<file path="src/rtl/sgate_pkg.sv">
package sgate_pkg;

    typedef enum logic [1:0] {
        SLP_ACTIVE = 2'b00,
        SLP_IDLE   = 2'b01,
        SLP_STBY   = 2'b10,
        SLP_RSVD   = 2'b11
    } slp_mode_e;

    typedef struct packed {
        logic clk_en;
        logic drop;
    } gate_st_t;

    typedef struct packed {
        logic cond;
        logic pulse;
    } wake_st_t;

    localparam gate_st_t GATE_RST = '{clk_en: 1'b1, drop: 1'b0};
    localparam wake_st_t WAKE_RST = '{cond: 1'b0, pulse: 1'b0};

endpackage

</file>
<file path="src/rtl/sgate_clk_ctl.sv">
module sgate_clk_ctl
    import sgate_pkg::*;
(
    input  logic       clk,
    input  logic       rst_n,
    input  logic [1:0] mode_i,
    input  logic       run_stby_i,
    input  logic       master_i,
    input  logic       xfer_busy_i,
    output logic       clk_en_o,
    output logic       drop_o
);

    gate_st_t  st_d, st_q;
    slp_mode_e mode;

    assign mode = slp_mode_e'(mode_i);

    always_comb begin
        st_d = GATE_RST;
        if (mode == SLP_STBY) begin
            if (master_i) begin
                // hold the clock only while a transfer that began before the gate drains
                st_d.clk_en = run_stby_i | (st_q.clk_en & xfer_busy_i);
                st_d.drop   = 1'b0;
            end else begin
                st_d.clk_en = run_stby_i;
                st_d.drop   = ~run_stby_i;
            end
        end
    end

    always_ff @(posedge clk) begin
        if (!rst_n) st_q <= GATE_RST;
        else        st_q <= st_d;
    end

    assign clk_en_o = st_q.clk_en;
    assign drop_o   = st_q.drop;

    p_idle_clk_r1: assert property (@(posedge clk) disable iff (!rst_n)
        (mode == SLP_IDLE) |=> clk_en_o);

    p_mst_run_r2: assert property (@(posedge clk) disable iff (!rst_n)
        (mode == SLP_STBY && master_i && run_stby_i) |=> clk_en_o);

    p_mst_hold_r3: assert property (@(posedge clk) disable iff (!rst_n)
        (mode == SLP_STBY && master_i && clk_en_o && xfer_busy_i) |=> clk_en_o);

    p_mst_off_r3: assert property (@(posedge clk) disable iff (!rst_n)
        (mode == SLP_STBY && master_i && !run_stby_i && !xfer_busy_i) |=> !clk_en_o);

    p_slv_drop_r4: assert property (@(posedge clk) disable iff (!rst_n)
        (mode == SLP_STBY && !master_i && !run_stby_i) |=> (drop_o && !clk_en_o));

    p_slv_run_r5: assert property (@(posedge clk) disable iff (!rst_n)
        (mode == SLP_STBY && !master_i && run_stby_i) |=> (clk_en_o && !drop_o));

    p_active_r9: assert property (@(posedge clk) disable iff (!rst_n)
        (mode == SLP_ACTIVE || mode == SLP_RSVD) |=> (clk_en_o && !drop_o));

    p_reset_gate_r10: assert property (@(posedge clk)
        !rst_n |=> (clk_en_o && !drop_o));

endmodule

</file>
<file path="src/rtl/sgate_wake.sv">
module sgate_wake
    import sgate_pkg::*;
#(
    parameter int IRQ_W = 8
) (
    input  logic             clk,
    input  logic             rst_n,
    input  logic [1:0]       mode_i,
    input  logic             run_stby_i,
    input  logic             master_i,
    input  logic             rx_done_i,
    input  logic [IRQ_W-1:0] irq_i,
    output logic             wake_o
);

    wake_st_t  st_d, st_q;
    slp_mode_e mode;
    logic      any_irq;
    logic      cond;

    assign mode    = slp_mode_e'(mode_i);
    assign any_irq = |irq_i;

    always_comb begin
        case (mode)
            SLP_IDLE: cond = any_irq;
            SLP_STBY: cond = master_i ? any_irq : (run_stby_i & rx_done_i);
            default:  cond = 1'b0;
        endcase
        st_d.cond  = cond;
        st_d.pulse = cond & ~st_q.cond;
    end

    always_ff @(posedge clk) begin
        if (!rst_n) st_q <= WAKE_RST;
        else        st_q <= st_d;
    end

    assign wake_o = st_q.pulse;

    p_mst_irq_wake_r6: assert property (@(posedge clk) disable iff (!rst_n)
        (master_i && (mode == SLP_IDLE || mode == SLP_STBY) && any_irq && !st_q.cond)
        |=> wake_o);

    p_slv_rx_wake_r7: assert property (@(posedge clk) disable iff (!rst_n)
        (!master_i && mode == SLP_STBY && run_stby_i && !rx_done_i) |=> !wake_o);

    p_one_pulse_r8: assert property (@(posedge clk) disable iff (!rst_n)
        wake_o |=> !wake_o);

    p_active_nowake_r9: assert property (@(posedge clk) disable iff (!rst_n)
        (mode == SLP_ACTIVE || mode == SLP_RSVD) |=> !wake_o);

    p_reset_wake_r10: assert property (@(posedge clk)
        !rst_n |=> !wake_o);

    p_slv_drop_nowake_r11: assert property (@(posedge clk) disable iff (!rst_n)
        (!master_i && mode == SLP_STBY && !run_stby_i) |=> !wake_o);

endmodule

</file>
<file path="src/rtl/srl_sleep_gate.sv">
module srl_sleep_gate #(
    parameter int IRQ_W = 8
) (
    input  logic             clk,
    input  logic             rst_n,
    input  logic [1:0]       sleep_mode,
    input  logic             run_stby,
    input  logic             is_master,
    input  logic             xfer_busy,
    input  logic             rx_done,
    input  logic [IRQ_W-1:0] irq_req,
    output logic             core_clk_en,
    output logic             rx_drop,
    output logic             wake_req
);

    sgate_clk_ctl u_clk_ctl (
        .clk         (clk),
        .rst_n       (rst_n),
        .mode_i      (sleep_mode),
        .run_stby_i  (run_stby),
        .master_i    (is_master),
        .xfer_busy_i (xfer_busy),
        .clk_en_o    (core_clk_en),
        .drop_o      (rx_drop)
    );

    sgate_wake #(.IRQ_W(IRQ_W)) u_wake (
        .clk        (clk),
        .rst_n      (rst_n),
        .mode_i     (sleep_mode),
        .run_stby_i (run_stby),
        .master_i   (is_master),
        .rx_done_i  (rx_done),
        .irq_i      (irq_req),
        .wake_o     (wake_req)
    );

    // a drop flag never coexists with a running core clock
    p_drop_gated_r4: assert property (@(posedge clk) disable iff (!rst_n)
        rx_drop |-> !core_clk_en);

endmodule

</file>
<file path="config.mk">
export PLATFORM = sky130hd
export DESIGN_NAME = srl_sleep_gate
export DESIGN_NICKNAME = d
export VERILOG_FILES = /design/src/rtl/sgate_pkg.sv /design/src/rtl/sgate_clk_ctl.sv /design/src/rtl/sgate_wake.sv /design/src/rtl/srl_sleep_gate.sv
export SDC_FILE = /design/constraint.sdc
export NUM_CORES = 1
export LEC_CHECK = 0
export ABC_CLOCK_PERIOD_IN_PS = 2100
export BUFFER_PORTS_ARGS = -buffer_cell sky130_fd_sc_hd__buf_4
export CAP_MARGIN = 20
export CELL_PAD_IN_SITES_DETAIL_PLACEMENT = 0
export CELL_PAD_IN_SITES_GLOBAL_PLACEMENT = 1
export CORE_AREA = 2 2 39 41
export CTS_CLUSTER_SIZE = 24
export DETAILED_ROUTE_END_ITERATION = 16
export DIE_AREA = 0 0 41 43
export PLACE_DENSITY_LB_ADDON = 0.1
export SYNTH_ARGS = -nofsm -noshare
export SYNTH_HDL_FRONTEND = slang
export SYNTH_SLANG_ARGS = --single-unit
export TNS_END_PERCENT = 5
</file>
<file path="constraint.sdc">
create_clock -name clk -period 2.1 [get_ports clk]
set_input_delay 0.42 -clock clk [delete_from_list [all_inputs] [get_ports clk]]
set_output_delay 0.42 -clock clk [all_outputs]
set_load 0.005 [all_outputs]
</file>
# Word-level counts from Yosys, hierarchy flattened
# Cells that the tools add are included.
# totals
ff_bits	4
out_inout_bits	3
# classes
eq_ne	2
mux	3
n_bitwise	8
n_reduce_logical	3
# ops
op	n
OR reduction 8 bit	1
inverter 1 bit	4
bitwise AND 1 bit	3
OR reduction 3 bit	1
== test 2 x 1 -> 1 bit, second input constant	1
== test 2 bit, second input constant	1
two-way mux 2 bit	1
case mux 1 bit (2 select lines)	1
AND reduction 2 bit	1
two-way mux 1 bit	1
OR 1 bit	1

# Longest topological paths before layout
# logic_depth
depth_word	4
ltp_mapped	5
depth_no_buf	5

# By module
# From an unflattened synthesis, not the netlist that was laid out.
# unflattened
hier_cells	21
hier_area_um2	202.7
# modules_own_cells
mod	instances	cells_each	area_each_um2	seq_area_each_um2
sgate_wake	1	15	138.9	40.0
sgate_clk_ctl	1	6	63.8	40.0

# Least setup slack after synthesis
# Ideal clock, no wire load.
# synth_path
path_type	input to register
from	input port sleep_mode[0]
to	register u_wake.st_q (netlist bit u_wake.wake_o)
arrival_ps	1339
required_ps	2027
slack_ps	688
path_stages	4
path_buffers	0
cell_sequence	inv_1 > ha_1 > or4b_4 > nor3_2
# synth_between
elab_chain_len	3
elab_cells_between_ends	4
classes_between	eq/ne (2); mux (1); bitwise (1)
# synth_lines
item	line	source
start: declaration	srl_sleep_gate.sv:6	input logic [1:0] sleep_mode,
== test 2 bit or == test 2 x 1 -> 1 bit (tied branches)	sgate_wake.sv:25	case (mode)
case mux 1 bit (2 select lines) (*)	sgate_wake.sv:25	
bitwise AND 1 bit (*)	sgate_wake.sv:31	st_d.pulse = cond & ~st_q.cond;
end signal: assignment	sgate_wake.sv:36	else st_q <= st_d;
end: declaration	sgate_wake.sv:16	wake_st_t st_d, st_q;
# Mark *: on every way between the ends. The rest lies on a longest branch, timed or not.
# A chain may end at the register's enable or synchronous reset.

# Final worst setup path
# Ends and elaborated chain as after synthesis.

==> impl_metrics.yaml <==
worst_setup_path:
  r2r.worst_path.cells: 1
  crit_arrival_ns: 1.46
  cp-end-kind: "register"
  crit_fanout: 2
  rrSetupSlack_ns: 1.46
  critPathRequiredTime_ns: 2.27
  worst_setup_path_start_kind: "primary input"
  crit_type: "in -> reg"
  worstReg2RegStart: "u_clk_ctl.clk_en_o$_SDFF_PN1_"
  r2r-end: "u_clk_ctl.clk_en_o$_SDFF_PN1_"
clock_network:
  tritoncts: "done"
  post_cts_buffers: 0
  cts.root.buffer_cell: "clkbuf_4"
  numClockSinks: 4
  clockBufferDepth: 2
  clk_latency_ns: 0.23
  htreeDepth: 1
  cts_hold_buf: 0
  cts_made_buffers: 3
  path_clk_slew_ns: 0.04
  post_cts_resized: 0
layout:
  final_util_pct: 27.2
  layout_commonest_cell: "buf_4"
  final_nets: 61
  synthToLayoutAreaGrowth_pct: 89.3
  layoutNonFillerInstCount: 57
  layout-drive-gt1-share_pct: 58.5
  diodes: 0
  final_cell_mix: "18 x buf_4, 4 x dfxtp_1, 3 x nor2_1, 3 x clkbuf_4"
  nFillCells: 154
drt:
  first_pass_iters: 2
  drt-vias-per-instance: 4.04
  first_iter_violations: 2
  drt_wl_total_um: 528
  antenna_left: 0
  via_count: 230
  drc_errors: 0
  wire_per_inst_um: 9.26
yosys:
  ys_ff_latch: 4
  synth_area_per_cell_um2: 9.95
  syn-num-nets: 38
  synth_area_um2: 199
  syn-instance-count: 20
  synth_top_area_share_pct: 40.3
  synth.area.top_cells: "dfxtp_1 40%, ha_1 13%, or4b_4 6.9%"
  yosys_warnings: 0
  yosysTopAreaCell: "dfxtp_1"
  seq_area_frac_synth_pct: 40.3
  synth_cell_types: 12
global_routing:
  grt_overflow: 0
  antenna_found_initial: 0
  grt_pass1_vias: 207
  grt_pass1_wl_um: 779
  grt_max_degree: 5
  grt_util_all_layers_pct: 6.93
placement:
  dp_cells: 54
  numPortBuffers: 18
  gp_congestion: 0.684
power_and_ir_drop:
  p_total_uw: 211
  p_leak_uw: 0.000190
  power.density_nw_per_um2: 560
  peakVddDrop_mv: 0.340
floorplan:
  die_x_um: 41
  dieArea_um2: 1760
  start_util_pct: 14.4
  rows: 14
  fp.dieH_um: 43
  ios: 19
  core_area_um2: 1380
sta:
  slew_headroom_pct: 84.7
  finalClockSkew_ns: 0.00593
  finalSetupTns_ns: 0
  setup_violations: 0
  rsz0062_at_grt: "no"
  clock.fmax_mhz: 771
  tightest_slew_ns: 0.228
  fin_crit_ns: 1.30
  report.final.slew_viol_count: 0
  fin_crit_sh_pct: 61.8
  hold_viol: 0
outcome:
  outcome: "complete, no violations"
job:
  maxCapViolCount: 0
hold_path:
  min_from: "is_master"
  hold_end: "u_clk_ctl.drop_o$_SDFF_PP0_"
  hold_path.class: "in -> reg"
  holdPathStages: 2
## registers in the layout (all words and copies together) (netlist names)
| signal | flops |
|---|---|
| u_wake.wake_o | 1 |
| u_clk_ctl.drop_o | 1 |
| u_clk_ctl.clk_en_o | 1 |
| u_wake.st_q | 1 |
## stage by stage
stage / hold slack (ns) / worst slack (ns) / area [µm²]
3_3_place_gp: 0.402 / 0.562 / 354
2_1_floorplan: 0.386 / 0.688 / 199
4_1_cts: 0.360 / 0.803 / 377
3_5_place_dp: 0.392 / 0.563 / 354
5_1_grt: 0.362 / 0.783 / 377
6_report: 0.366 / 0.803 / 377
## critical path, stage by stage
cell    delay [ns]
buf_4         0.09
inv_1         0.03
ha_1          0.28
or4b_4        0.54
nor3_2        0.10
## metal layers
metal	global-route usage [%]	wire length, µm
met5	0	0
met4	4.00	0
met3	5.24	76
met2	9.06	247
met1	7.72	204
## cells in the mapped netlist
master	instances
inv_1	2
nor2_1	3
nand4b_1	1
a211oi_1	1
ha_1	2
and3_1	1
nor4_1	2
a31o_2	1
or4b_4	1
nand3b_1	1
nor3_2	1
dfxtp_1	4
## where the power goes
part	switching (µW)	internal [µW]	total, µW
clock network	30.1	63.8	93.9
logic	11.4	25.6	37.1
registers	0.889	79.0	79.9
total	42.4	168	211
## how the worst max path moves through the flow
stage	startpoint	endpoint	depth (start not counted)
CTS	sleep_mode[0]	u_wake.wake_o$_SDFF_PN0_	5
global route	sleep_mode[0]	u_wake.wake_o$_SDFF_PN0_	6
finish	sleep_mode[0]	u_wake.wake_o$_SDFF_PN0_	5
global placement	sleep_mode[0]	u_wake.wake_o$_SDFF_PN0_	5
floorplan	sleep_mode[0]	u_wake.wake_o$_SDFF_PN0_	4
detailed placement	sleep_mode[0]	u_wake.wake_o$_SDFF_PN0_	5
## logic make-up (layout without fill, tap and decap cells)
kind of cell	count (synthesis)	in the layout	share of synthesized area [%]
adders and majority gates	2	2	12.6
buffers and inverters	2	23	3.77
DFF	4	4	40.3
AOI/OAI and AO/OA	2	2	8.18
and+or+nand+nor	10	10	35.2
## cell type report
cell class	instances	area [µm²]	area share (%)
inverter	2	7.51	1.99
sequential	4	80.1	21.3
timing repair buffer	18	135	35.9
tap	16	20.0	5.32
clock buffer	3	22.5	5.98
multi-input combinational	14	111	29.6
Note: power is estimated with default switching activity, not from simulation.
